==> config.mk <==
export PLATFORM = sky130hd
export DESIGN_NAME = bytemem_rd_ctrl
export DESIGN_NICKNAME = d
export VERILOG_FILES = /design/src/rtl/bytemem_rd_ctrl.sv
export SDC_FILE = /design/constraint.sdc
export NUM_CORES = 1
export LEC_CHECK = 0
export ABC_AREA = 0
export BUFFER_PORTS_ARGS = -buffer_cell sky130_fd_sc_hd__buf_2
export CAP_MARGIN = 20
export CORE_MARGIN = 4
export CORE_UTILIZATION = 50
export DETAILED_ROUTE_END_ITERATION = 6
export PLACE_DENSITY = 0.78
export SLEW_MARGIN = 20
export SYNTH_ARGS = -nofsm -noshare
export SYNTH_HDL_FRONTEND = slang
export SYNTH_SLANG_ARGS = --single-unit
==> constraint.sdc <==
create_clock -name clk -period 4.2 [get_ports clk]
set_input_delay 0.84 -clock clk [delete_from_list [all_inputs] [get_ports clk]]
set_output_delay 0.84 -clock clk [all_outputs]
set_load 0.02 [all_outputs]
==> src/rtl/bytemem_rd_ctrl.sv <==
module bytemem_rd_ctrl #(
  parameter int ADDR_W    = 15,
  parameter int DATA_W    = 8,
  parameter int BANK_W    = 2,
  parameter int ACC_CYC   = 6,
  parameter int OE_CYC    = 3,
  parameter int FLOAT_CYC = 4
) (
  input  logic                   clk,
  input  logic                   rst_n,
  input  logic                   req_valid,
  input  logic [ADDR_W-1:0]      req_addr,
  input  logic [BANK_W-1:0]      req_bank,
  output logic                   req_ready,
  output logic                   rsp_valid,
  output logic [DATA_W-1:0]      rsp_data,
  output logic [ADDR_W-1:0]      mem_addr,
  output logic [(1<<BANK_W)-1:0] mem_ce_n,
  output logic                   mem_oe_n,
  input  logic [DATA_W-1:0]      mem_data_in
);
  localparam int NBANK    = 1 << BANK_W;
  localparam int CNT_W    = $clog2(ACC_CYC + 1);
  localparam int FLT_W    = $clog2(FLOAT_CYC + 2);
  localparam int OE_START = ACC_CYC - OE_CYC;

  logic              busy;
  logic [CNT_W-1:0]  cnt;
  logic [ADDR_W-1:0] addr_q;
  logic [BANK_W-1:0] bank_q, last_bank;
  logic [FLT_W-1:0]  flt_cnt;
  logic              accept, done;

  assign req_ready = !busy && (flt_cnt == '0 || req_bank == last_bank);
  assign accept    = req_valid && req_ready;
  assign done      = busy && cnt == CNT_W'(ACC_CYC - 1);
  assign mem_addr  = addr_q;
  assign mem_oe_n  = !(busy && cnt >= CNT_W'(OE_START));

  for (genvar b = 0; b < NBANK; b++) begin : g_ce
    assign mem_ce_n[b] = !(busy && bank_q == BANK_W'(b));
  end

  always_ff @(posedge clk or negedge rst_n) begin
    if (!rst_n) begin
      busy      <= 1'b0;
      cnt       <= '0;
      addr_q    <= '0;
      bank_q    <= '0;
      last_bank <= '0;
      flt_cnt   <= '0;
      rsp_valid <= 1'b0;
      rsp_data  <= '0;
    end else begin
      rsp_valid <= 1'b0;
      if (flt_cnt != '0) flt_cnt <= flt_cnt - 1'b1;
      if (accept) begin
        busy   <= 1'b1;
        cnt    <= '0;
        addr_q <= req_addr;
        bank_q <= req_bank;
      end else if (done) begin
        busy      <= 1'b0;
        rsp_valid <= 1'b1;
        rsp_data  <= mem_data_in;
        last_bank <= bank_q;
        flt_cnt   <= FLT_W'(FLOAT_CYC);
      end else if (busy) begin
        cnt <= cnt + 1'b1;
      end
    end
  end
endmodule

==> flow_summary.toml <==
[status]
outcome = "complete, no violations"

[placed_design]
place_congestion = 0.723
io_buffers = 57
place_ws_ns = 1.55
place_area_um2 = 1880
hpwl_mm = 2.31

[sta]
worst_slack_ns = 1.68
final-hold-violation-count = 0
fin_hold_ws_ns = 0.509
fmax_mhz = 397
fin_crit_ns = 2.52
finalSetupViolCount = 0
skew_ns = 0.00665
fin_crit_sh_pct = 59.9
fin_setup_tns_ns = 0
finalMaxSlewViolations = 0
relSlewSlack_pct = 49.6
worst_pin_slew_ns = 0.756
rsz0062_at_grt = "no"

[worst_hold_path]
hp-class = "flop to flop"

[clocking]
postCtsSetupBuffers = 0
ctsResizeCount = 0
cts_root_buf = "clkbuf_4"
cts_buffers = 5
path_clk_slew_ns = 0.10
postCtsHoldBufs = 0
cts_sinks = 35
htreeDepth = 2
cts_tree = "yes"
clk_latency_ns = 0.34
clk_path_buf_depth = 2

[pwr]
clockPowerShare_pct = 12.6
pwr-share-comb_pct = 49.5
p_int_uw = 1000
power_density_nw_per_um2 = 846
seq_power_share_pct = 37.9
p_sw_uw = 661
ir_drop_mv = 0.378
swShare_pct = 39.7
p_leak_uw = 0.000995

[die]
die-area_um2 = 4110
ioPinCount = 58
start_util_pct = 52.0
die_y_um = 64.1
die_w_um = 64.1
rows = 20
core_area_um2 = 3030

[detailed_routing]
first_pass_iters = 4
antenna_left = 0
vias = 1078
drtIter0Drc = 53
wl_per_cell_um = 14.2
drc = 0
routed_wl_mm = 3.07
viasPerCell = 4.97

[setup_path]
cpPeakStageDelay_ns = 0.45
cp-start-kind = "flop"
path_common_cell = "ha_1"
setup.worst_path.class = "flop to output port"
path_delay_family = "flip-flops"
arrival_ns = 1.68
crit_fanout = 6
critPathBufInv = 1
path_cells = "ha_1 > ha_1 > a211o_1 > nand2_1 > buf_2"
crit_path_end_kind = "output port"
crit_path_top_delay_cell = "dfrtp_1"
cp.required_ns = 3.36

[layout]
multiInputGateArea_um2 = 639
final_cell_mix = "57 x buf_2, 35 x dfrtp_1, 17 x mux2_4"
layout_commonest_cell = "buf_2"
nNetsFinal = 205
drive_above_1_share_pct = 56.1
antenna_cells = 0
n_fill_cell = 250
area_growth_pct = 25.1
stdcell_area_um2 = 1970
regArea_um2 = 876

[global_route]
grt_pass1_wl_mm = 5.09
grt_max_degree = 36
grt_pass1_vias = 1120
antenna_found_initial = 0
overflow = 0
grtUsageTotal_pct = 16.4

[logic_synthesis]
synth_area_per_cell_um2 = 14.1
yosysUniqueCellTypes = 27
ys_warn_count = 0
synth-seq-cells = 35
netlist_area_um2 = 1570
syn_inst = 112
syn_nets = 145
ys_seq_area_share_pct = 55.6

[run]
max_cap_viol_count = 0
[cell type report]
class | count | area share, %
inverters | 7 | 1.33
multi-input cells | 65 | 32.5
repair buffers | 58 | 15.2
well taps | 44 | 2.80
flip-flops and latches | 35 | 44.5
clock inverters | 1 | 0.381
clock buffers | 7 | 3.30
[synthesized netlist by cell type (all sizes together)]
cell    instances  area share [%]
a31oi           1            0.40
mux2           27              23
inv             7             1.7
a21oi           1            0.56
nand2           5             1.2
or3b            1            0.56
a211oi          1            0.48
dfrtp          35              56
or2             1            0.40
xnor2           3             1.7
nor2            5             1.2
and2b           1            0.48
o31ai           2            0.95
clkbuf          1            0.24
ha              5             4.0
and2            1            0.40
o21ai           2            0.64
and3            1            0.40
buf             4             2.2
a211o           1            0.56
nand3           2            0.64
nand3b          3             1.4
nor3            2            0.95
[kinds of logic (layout without fill, tap and decap cells)]
group                    after synthesis  count (layout)  synth area share [%]
XOR/XNOR                               3               3                  1.67
multiplexers                          27              27                  23.4
AO/OA/AOI/OAI                          8               8                  3.58
buffers and inverters                 12              73                  4.13
adder cells (fa/ha/maj)                5               5                  3.97
AND/OR/NAND/NOR                       22              22                  7.63
flip-flops                            35              35                  55.6
[power groups by stage]
stage	registers, µW	clock network (µW)	logic (µW)
4_1_cts	633	214	832
3_3_place_gp	627	0	793
3_5_place_dp	635	0	833
5_1_grt	658	234	900
6_report	631	210	824
2_1_floorplan	751	0	473
[registers in the layout, indices dropped and copies added (netlist names)]
| name | flops |
|---|---|
| flt_cnt | 3 |
| rsp_valid | 1 |
| bank_q | 2 |
| cnt | 3 |
| rsp_data | 8 |
| mem_addr | 15 |
| last_bank | 2 |
| busy | 1 |
[path summary, 6_finish.rpt]
check | slack, ns | depth (start not counted) | endpoint | from
min reg2reg | 0.51 | 1 | rsp_data[6] | rsp_data[6]
min in group asynchronous | 0.56 | 1 | flt_cnt[1] | rst_n
max reg2reg | 2.18 | 7 | mem_addr[4] | flt_cnt[0]
max in group asynchronous | 3.17 | 1 | mem_addr[4] | rst_n
min | 0.51 | 1 | rsp_data[6] | rsp_data[6]
max | 1.68 | 5 | mem_oe_n | cnt[0]
[through the flow]
| stage | power (µW) | util (%) | cells |
|---|---|---|---|
| finish | 1670 | 65.0 | 217 |
| detailed placement | 1470 | 62.1 | 208 |
| global placement | 1420 | 62.1 | 208 |
| floorplan | 1220 | - | 112 |
| global route | 1790 | 65.0 | 217 |
| CTS | 1680 | 64.5 | 216 |
[metal layers]
metal	wire length, µm	vias to the layer above	global-route usage (%)
li1	-	503	-
met5	0	-	0
met1	1240	517	20.5
met4	70	0	7.92
met3	290	8	6.15
met2	1470	50	25.2
Power figures use the tool's default switching activity.
